## config.mk

```make
export PLATFORM = sky130hd
export DESIGN_NAME = midi_uart_port
export DESIGN_NICKNAME = d
export VERILOG_FILES = /design/src/rtl/midi_pkg.sv /design/src/rtl/mpu_byte_fifo.sv /design/src/rtl/mpu_mode_ctrl.sv /design/src/rtl/mpu_irq_edge.sv /design/src/rtl/midi_uart_port.sv
export SDC_FILE = /design/constraint.sdc
export NUM_CORES = 1
export LEC_CHECK = 0
export BUFFER_PORTS_ARGS = -buffer_cell sky130_fd_sc_hd__buf_4
export CAP_MARGIN = 20
export CORE_ASPECT_RATIO = 1.1
export CORE_MARGIN = 4
export CORE_UTILIZATION = 46
export CTS_CLUSTER_DIAMETER = 50
export DETAILED_ROUTE_END_ITERATION = 16
export GPL_TIMING_DRIVEN = 0
export PLACE_DENSITY = 0.62
export SLEW_MARGIN = 20
export SYNTH_ARGS = -nofsm -noshare
export SYNTH_HDL_FRONTEND = slang
export SYNTH_HIERARCHICAL = 1
export SYNTH_SLANG_ARGS = --single-unit
```

## constraint.sdc

```tcl
create_clock -name clk -period 3.84 [get_ports clk]
set_clock_uncertainty 0.15 [all_clocks]
set_input_delay 0.768 -clock clk [delete_from_list [all_inputs] [get_ports clk]]
set_output_delay 0.768 -clock clk [all_outputs]
set_load 0.02 [all_outputs]
```

## src/rtl/midi_pkg.sv

```systemverilog
package midi_pkg;
  localparam logic [7:0] CMD_PORT_RESET = 8'hFF;
  localparam logic [7:0] CMD_UART_ENTER = 8'h3F;
  localparam logic [7:0] ACK_BYTE       = 8'hFE;
  localparam int unsigned BYTE_W        = 8;

  typedef struct packed {
    logic       rx_none;   // bit 7, 0 = byte waiting
    logic       tx_busy;   // bit 6, 0 = can accept
    logic [5:0] zero;
  } status_t;
endpackage

```

## src/rtl/mpu_byte_fifo.sv

```systemverilog
module mpu_byte_fifo #(
  parameter int unsigned DEPTH = 8,
  parameter int unsigned W     = 8
) (
  input  logic         clk,
  input  logic         rst,
  input  logic         flush,
  input  logic         push,
  input  logic [W-1:0] din,
  input  logic         pop,
  output logic [W-1:0] head,
  output logic         empty,
  output logic         full
);
  localparam int unsigned AW = (DEPTH > 1) ? $clog2(DEPTH) : 1;
  localparam int unsigned CW = AW + 1;

  logic [W-1:0]  mem [DEPTH];
  logic [AW-1:0] wr_ptr, rd_ptr;
  logic [CW-1:0] count;
  logic          wr_en, rd_en;

  function automatic logic [AW-1:0] step(input logic [AW-1:0] p);
    return (p == AW'(DEPTH - 1)) ? '0 : p + 1'b1;
  endfunction

  assign empty = (count == '0);
  assign full  = (count == CW'(DEPTH));
  assign wr_en = push && (flush || !full);
  assign rd_en = pop && !empty && !flush;
  assign head  = mem[rd_ptr];

  always_ff @(posedge clk) begin
    if (wr_en) mem[wr_ptr] <= din;
  end

  always_ff @(posedge clk) begin
    if (rst) begin
      wr_ptr <= '0;
      rd_ptr <= '0;
      count  <= '0;
    end else if (flush) begin
      rd_ptr <= wr_ptr;
      wr_ptr <= wr_en ? step(wr_ptr) : wr_ptr;
      count  <= CW'(wr_en);
    end else begin
      if (wr_en) wr_ptr <= step(wr_ptr);
      if (rd_en) rd_ptr <= step(rd_ptr);
      count <= count + CW'(wr_en) - CW'(rd_en);
    end
  end
endmodule

```

## src/rtl/mpu_mode_ctrl.sv

```systemverilog
module mpu_mode_ctrl
  import midi_pkg::*;
(
  input  logic              clk,
  input  logic              rst,
  input  logic              cmd_wr,
  input  logic [BYTE_W-1:0] cmd_byte,
  output logic              uart_mode,
  output logic              flush,
  output logic              ack_push
);
  logic is_reset, is_enter;

  assign is_reset = cmd_wr && (cmd_byte == CMD_PORT_RESET);
  assign is_enter = cmd_wr && (cmd_byte == CMD_UART_ENTER) && !uart_mode;
  assign flush    = is_reset;
  assign ack_push = is_reset || is_enter;

  always_ff @(posedge clk) begin
    if (rst)           uart_mode <= 1'b0;
    else if (is_reset) uart_mode <= 1'b0;
    else if (is_enter) uart_mode <= 1'b1;
  end
endmodule

```

## src/rtl/mpu_irq_edge.sv

```systemverilog
module mpu_irq_edge #(
  parameter bit RST_LEVEL = 1'b0
) (
  input  logic clk,
  input  logic rst,
  input  logic level,
  output logic pulse
);
  logic prev;

  always_ff @(posedge clk) begin
    if (rst) begin
      prev  <= RST_LEVEL;
      pulse <= 1'b0;
    end else begin
      prev  <= level;
      pulse <= level && !prev;
    end
  end
endmodule

```

## src/rtl/midi_uart_port.sv

```systemverilog
module midi_uart_port
  import midi_pkg::*;
#(
  parameter int unsigned TX_DEPTH = 8,
  parameter int unsigned RX_DEPTH = 8
) (
  input  logic       clk,
  input  logic       rst,
  input  logic       bus_sel,
  input  logic       bus_wr,
  input  logic       bus_rd,
  input  logic [7:0] bus_wdata,
  output logic [7:0] bus_rdata,
  output logic [7:0] tx_byte,
  output logic       tx_valid,
  input  logic       tx_take,
  input  logic [7:0] rx_byte,
  input  logic       rx_valid,
  output logic       rx_ready,
  output logic       irq_tx_empty,
  output logic       irq_rx_data
);
  logic              cmd_wr, data_wr, data_rd;
  logic              uart_mode, flush, ack_push;
  logic              tx_empty, tx_full, rx_empty, rx_full;
  logic              rx_push;
  logic [BYTE_W-1:0] rx_din, rx_head, last_byte;
  status_t           status;

  assign cmd_wr  = bus_wr && bus_sel;
  assign data_wr = bus_wr && !bus_sel;
  assign data_rd = bus_rd && !bus_sel;

  mpu_mode_ctrl u_mode (
    .clk      (clk),
    .rst      (rst),
    .cmd_wr   (cmd_wr),
    .cmd_byte (bus_wdata),
    .uart_mode(uart_mode),
    .flush    (flush),
    .ack_push (ack_push)
  );

  mpu_byte_fifo #(.DEPTH(TX_DEPTH), .W(BYTE_W)) u_txq (
    .clk  (clk),
    .rst  (rst),
    .flush(flush),
    .push (data_wr && uart_mode),
    .din  (bus_wdata),
    .pop  (tx_take),
    .head (tx_byte),
    .empty(tx_empty),
    .full (tx_full)
  );

  assign tx_valid = !tx_empty;

  // Receiver is refused during a command write so the acknowledge owns the write port.
  assign rx_ready = uart_mode && !rx_full && !cmd_wr;
  assign rx_push  = ack_push || (rx_valid && rx_ready);
  assign rx_din   = ack_push ? ACK_BYTE : rx_byte;

  mpu_byte_fifo #(.DEPTH(RX_DEPTH), .W(BYTE_W)) u_rxq (
    .clk  (clk),
    .rst  (rst),
    .flush(flush),
    .push (rx_push),
    .din  (rx_din),
    .pop  (data_rd),
    .head (rx_head),
    .empty(rx_empty),
    .full (rx_full)
  );

  assign status = '{rx_none: rx_empty, tx_busy: tx_full, zero: '0};

  always_ff @(posedge clk) begin
    if (rst) begin
      last_byte <= '0;
      bus_rdata <= '0;
    end else if (bus_rd) begin
      if (bus_sel) begin
        bus_rdata <= status;
      end else if (rx_empty) begin
        bus_rdata <= last_byte;
      end else begin
        bus_rdata <= rx_head;
        last_byte <= rx_head;
      end
    end
  end

  mpu_irq_edge #(.RST_LEVEL(1'b1)) u_irq_tx (
    .clk  (clk),
    .rst  (rst),
    .level(tx_empty),
    .pulse(irq_tx_empty)
  );

  mpu_irq_edge #(.RST_LEVEL(1'b0)) u_irq_rx (
    .clk  (clk),
    .rst  (rst),
    .level(!rx_empty),
    .pulse(irq_rx_data)
  );
endmodule

```

======== After elaboration in Yosys (flattened, before gate mapping) ========
Memories as Yosys holds them, arrays and structs flattened. A register that Yosys moved wholly into a read port is not among the register bits.
Cells that the tools add are included.
storage, ports and cells
  register bits ........................... 41
  memory bits (writable) .................. 128
  output and inout bits ................... 20
  memories ................................ 2
memory list
  name       words  width  rd ports  clocked after memory_dff  write ports  RTL line             text
  u_rxq.mem  8      8      1         1                         1            mpu_byte_fifo.sv:18  logic [W-1:0] mem [DEPTH];
  u_txq.mem  8      8      1         1                         1            mpu_byte_fifo.sv:18
cells by class
  $add $sub $neg .......................... 8
  eq/ne operators ......................... 8
  multiplexer cells ....................... 21
  bitwise operators ....................... 1
  reductions and logical operators ........ 38
operators by type and width
  operator                                             number
  2-to-1 mux 3 bit                                     12
  2-to-1 mux 8 bit                                     3
  logical AND 1 bit                                    18
  adder 3 x 1 -> 3 bit, second input constant          4
  equality test 3 bit, second input constant           4
  logical NOT 1 bit                                    10
  adder 4 x 1 -> 4 bit                                 2
  equality test 4 bit, second input constant           2
  equality test 8 x 6 -> 1 bit, second input constant  1
  equality test 8 bit, second input constant           1
  logical NOT 4 bit                                    2
  subtractor 4 x 1 -> 4 bit                            2
  2-to-1 mux 1 bit                                     6
  logical OR 1 bit                                     4
  nonzero test 2 bit                                   2
  AND reduction 2 bit                                  1
  OR reduction 2 bit                                   1
  NOT 1 bit                                            1

======== Longest topological paths before layout ========
  depth in word-level cells ............... 10
  mapped depth ............................ 16

======== By module ========
The synthesis kept the hierarchy.
modules (own cells, without submodules)
  module          instances  cells an instance  area an instance (um^2)  sequential area each (um^2)
  mpu_byte_fifo   2          180                3214.3                   2182.1
  midi_uart_port  1          86                 837.1                    320.3
  mpu_irq_edge    2          4                  58.8                     40.0
  mpu_mode_ctrl   1          12                 85.1                     20.0

======== Worst setup path before layout ========
OpenSTA, ideal clock, no wires.
  kind .................................... in2reg
  from .................................... in bus_wr
  to ...................................... mem u_rxq.mem[0][0], enable pin
  setup time .............................. 395 ps
  data arrival time ....................... 2861 ps
  required time ........................... 3295 ps
  slack ................................... 434 ps
  cell stages on the path ................. 10
  path buffers ............................ 0
  cell sequence ........................... nand2_1 inv_1 nand4_1 or2_1 a21oi_1 a41o_1 inv_1 nor2_1 inv_1 nor4_1
on the way
  word-level cells in the longest chain between the ends .. 8
  elaborated cells on any way between the ends .. 13
  those cells by class .................... mux (2); reduce/logical (11)
ends and longest elaborated chain
  what                                        RTL line              text
  start, declared                             midi_uart_port.sv:10  input logic bus_wr,
  logical AND 1 bit (*)                       midi_uart_port.sv:30  assign cmd_wr = bus_wr && bus_sel;
  via cmd_wr                                  midi_uart_port.sv:23  logic cmd_wr, data_wr, data_rd;
  logical AND 1 bit (2 in series)             mpu_mode_ctrl.sv:15   assign is_enter = cmd_wr && (cmd_byte == CMD_UART_ENTER) && !uart_mode;
  logical OR 1 bit (*)                        mpu_mode_ctrl.sv:17   assign ack_push = is_reset || is_enter;
  via ack_push                                midi_uart_port.sv:24  logic uart_mode, flush, ack_push;
  logical OR 1 bit (*)                        midi_uart_port.sv:60  assign rx_push = ack_push || (rx_valid && rx_ready);
  via rx_push                                 midi_uart_port.sv:26  logic rx_push;
  logical AND 1 bit (*)                       mpu_byte_fifo.sv:29   assign wr_en = push && (flush || !full);
  2-to-1 mux 1 bit (*)                        mpu_byte_fifo.sv:34   if (wr_en) mem[wr_ptr] <= din;
  2-to-1 mux 1 bit (implied by the code) (*)  mpu_byte_fifo.sv:34
  end, declared                               mpu_byte_fifo.sv:18
Mark *: on every way through the listed nets, which the timed path passes. The rest lies on a longest branch.

======== Final worst setup path ========
  from .................................... in bus_sel
  to ...................................... reg u_rxq.count[2]
on the way
  word-level cells in the longest chain between the ends .. 8
  elaborated cells on any way between the ends .. 19
  those cells by class .................... add/sub (2); reduce/logical (17)
ends and longest elaborated chain
  what                             RTL line              text
  start, declared                  midi_uart_port.sv:9   input logic bus_sel,
  logical AND 1 bit (*)            midi_uart_port.sv:30
  via cmd_wr                       midi_uart_port.sv:23
  logical AND 1 bit (2 in series)  mpu_mode_ctrl.sv:15
  logical OR 1 bit (*)             mpu_mode_ctrl.sv:17
  via ack_push                     midi_uart_port.sv:24
  logical OR 1 bit (*)             midi_uart_port.sv:60
  via rx_push                      midi_uart_port.sv:26
  logical AND 1 bit (*)            mpu_byte_fifo.sv:29
  adder 4 x 1 -> 4 bit (*)         mpu_byte_fifo.sv:49   count <= count + CW'(wr_en) - CW'(rd_en);
  subtractor 4 x 1 -> 4 bit (*)    mpu_byte_fifo.sv:49
  end signal, assigned             mpu_byte_fifo.sv:45   count <= CW'(wr_en);
  end signal, assigned             mpu_byte_fifo.sv:49
  end, declared                    mpu_byte_fifo.sv:20   logic [CW-1:0] count;
Marked as above.
A chain may end at the register's enable or synchronous reset.

==> summary.txt <==
Final layout
  • Share of cells above drive strength 1: 0.226
  • Non-filler cells, final: 744
  • Commonest non-fill, non-tap cell in the layout: edfxtp_1
  • Fin area: just under 9000 um2
  • Antenna diodes: 0
  • Core Util, Final: 0.551
  • Layout Nets: between 500 and 600
  • Area growth, synth to finish: 16.5%
  • Most frequent cells in the layout: edfxtp_1 (128), dfxtp_1 (47), buf_4 (46), inv_1 (30), mux4_1 (30)

CTS
  • Clock Sinks: about 180
  • Post-cts sizing count: 1
  • Hold_buf cts: 0
  • Root Buffer Master: clkbuf_16
  • TritonCTS clock tree: done
  • Skew-Pair Late Insertion Delay: 420 ps
  • CTS H-Tree Depth: 4
  • Clock Path Buffers: 2
  • CTS buffer count: 17
  • CTS clk-pin slew, worst paths: 60 ps
  • Setup Fix Bufs, Post-CTS: 0

Logic synthesis
  • Synth async-reset ratio: 0
  • Top FF cell, synth: edfxtp_1
  • Compound-Gate Fraction of Synth Area: 0.0422
  • Adder-cell area share of the yosys netlist: 0.0389
  • Synthesized area: approximately 7500 um2
  • Post-synthesis sequential area ratio: 0.641
  • Largest family of logic cells by synthesized area: multiplexers
  • Fraction of synthesized area in multiplexers: 0.161
  • Ys Warns: 6
  • EDFF count, synth: between 100 and 150
  • Synthesized area per cell: 16.0 um2
  • Post-synthesis cell count: between 400 and 500
  • Net count after synthesis: between 500 and 600
  • Post-Synth XOR/XNOR Area: 0.00235
  • FF+latch count, synth: between 150 and 200
  • Simple-gate share of the synthesized area: 0.0818
  • Post-synthesis cell type count: 47

Worst setup path
  • Crit end category: flip-flop
  • Largest delay contributor family on the critical path: adder cells
  • Buffers and inverters on the worst path: 6
  • Worst r2r path cells: 13
  • CP Launch Type: primary input
  • Worst setup startpoint: bus_sel
  • Crit Reg-Reg Startpoint: u_mode/uart_mode
  • Most used cell along the critical path: inv_1
  • WP data arrival: 3730 ps
  • Critical path's slowest cell: fa_1
  • Critical path class: in -> reg
  • CP max stage delay: 370 ps
  • Critical Path RT: 4040 ps
  • CP cell instances: buf_4 > nand2_1 > inv_1 > nand4_1 > or2_1 > a21oi_4 > a41o_1 > inv_1 > nor2_1 > inv_1 > ha_1 > inv_1 > ha_1 > inv_1 > fa_1 > xor2_1 > nor3_1
  • Stages on the worst setup path: 17
  • Crit path max fanout: 9

Global routing
  • Gr ovfl total: 0
  • First-pass GRT wire length: approximately 23000 um
  • Vias in the first global route: 4265
  • Tot GR Track Use: 0.165
  • Pin count of the biggest net entering global routing: 17
  • Antenna violations before repair: 0

STA
  • Slew @ Worst Pin: about 980 ps
  • Final worst-path cycle share: 0.920
  • Unrepaired setup endpoints after global routing: false
  • F_max: 283 MHz
  • Final Setup Violations: 0
  • Fin worst setup slack: 307 ps
  • Min Hold Slack: 251 ps
  • Setup TNS: 0 ps
  • Post-layout min period: between 3000 and 4000 ps
  • Slew HR: 0.345
  • Max Transition Viols Final: 0
  • Final Hold Viols: 0

Die
  • Rows: 48
  • Die H: 142 um
  • Core Box Area: 15800 um2
  • Die W: 129 um
  • Die Area: 18300 um2
  • Initial cell density of the core: 0.473
  • Ports: 43

Route
  • Router iterations before antenna repair: 4
  • Antenna viol nets, final: 0
  • Avg WL per Cell: 19.1 um
  • WL final: approximately 14000 um
  • Overall via count from detail_route: between 4k and 5k
  • Vias/cell: 5.49
  • Iter 0 DRT Violations: 242
  • DRC Markers: 0

Placed design
  • Placed cells: between 700 and 800
  • Post-DP HPWL: 9910 um
  • Count of input and output buffers: 42
  • Dpl cell area: 8120 um2
  • RePlAce Congestion: 0.747
  • Worst slack, placed: -557 ps

Min path
  • Worst hold path type: reg -> reg
  • Hold Path Origin: u_irq_tx/prev
  • Worst hold path stage count: 1

Power and ir drop
  • IR drop worst, VDD: 0.317 mV
  • PD cells: 554 nW/um2
  • Total power draw: a little under 5 mW
  • Pleak: 3.04 nW

Outcome
  • Outcome: finished, final reports clean

Flow run
  • Max Cap Violations: 0
==> flip-flops by register name, summed over array words and instances (netlist names), 4 cells and up, named ones only <==
register and cells:
u_rxq/mem 64, u_txq/mem 64, bus_rdata 8, last_byte 8, u_rxq/count 4, u_txq/count 4
==> cell usage after synthesis, types with 2 or more instances <==
master	number	area [um2]
a221oi_1	6	52.6
nand3_1	9	45.0
mux2i_1	19	190
nor4b_1	2	17.5
mux2_2	16	180
ha_1	20	250
mux4_2	2	45.0
nand2b_1	16	100
a21oi_1	9	45.0
nor4_1	2	12.5
dfxtp_1	47	941
nor3b_1	4	30.0
edfxtp_1	128	3840
clkbuf_1	6	22.5
nand2_1	11	41.3
or3b_1	2	17.5
or3_1	3	18.8
fa_1	2	40.0
buf_12	2	40.0
or4b_2	2	20.0
xor2_1	2	17.5
nor2_1	16	60.1
nor3_1	16	80.1
o2bb2ai_1	6	52.6
a21o_1	2	15.0
a31oi_1	5	31.3
or3b_2	2	17.5
buf_2	3	15.0
buf_6	3	33.8
o31ai_1	2	15.0
nor2b_1	3	18.8
mux4_1	30	788
buf_1	4	15.0
nor3b_2	3	37.5
o21ai_0	12	60.1
inv_1	30	113
or2_1	9	56.3
==> layout make-up <==
| class | count | area (um2) |
|---|---|---|
| sequential | 175 | 4780 |
| clock inverter | 11 | 133 |
| clock buffer | 20 | 437 |
| buffer | 19 | 134 |
| inverter | 30 | 113 |
| fill | 1262 | 7090 |
| tap | 200 | 250 |
| timing repair buffer | 47 | 348 |
| multi-input combinational | 242 | 2500 |
==> worst register-to-register path, stage by stage, from the launching register on <==
cell and delay [ps]:
dfxtp_1 350, or3_1 430, a21oi_4 330, a41o_1 280, inv_1 100, nor2_1 150, inv_1 150, ha_1 330
inv_1 60, ha_1 150, inv_1 50, fa_1 370, xor2_1 150, nor3_1 120
==> power breakdown <==
part	switching (mW)	leakage [nW]	total, mW	internal [mW]
clock	0.719	0.267	1.68	0.965
combinational	0.491	1.24	0.965	0.474
sequential	0.0586	1.53	2.17	2.11
==> cell families after synthesis <==
logic type,after synthesis
flops,175
simple gates,105
mux,67
xor+xnor,2
fa+ha+maj,22
buf+inv,49
compound gates,46
==> per-layer routing <==
metal  global-route usage  vias up  routed length (um)
li1                     -     1947                   -
met1                0.197     2039                6030
met2                0.287       76                7380
met3               0.0403       24                 518
met4               0.0613        0                 301
met5                    0        -                   0
==> final timing paths <==
path / to / slack (ps)
setup / recovery: u_rxq/count[2] / 310
hold / removal: u_irq_tx/pulse / 250
setup reg to reg: u_rxq/count[2] / 590
hold reg to reg: u_irq_tx/pulse / 250
Note: power is estimated with default switching activity, not from simulation.
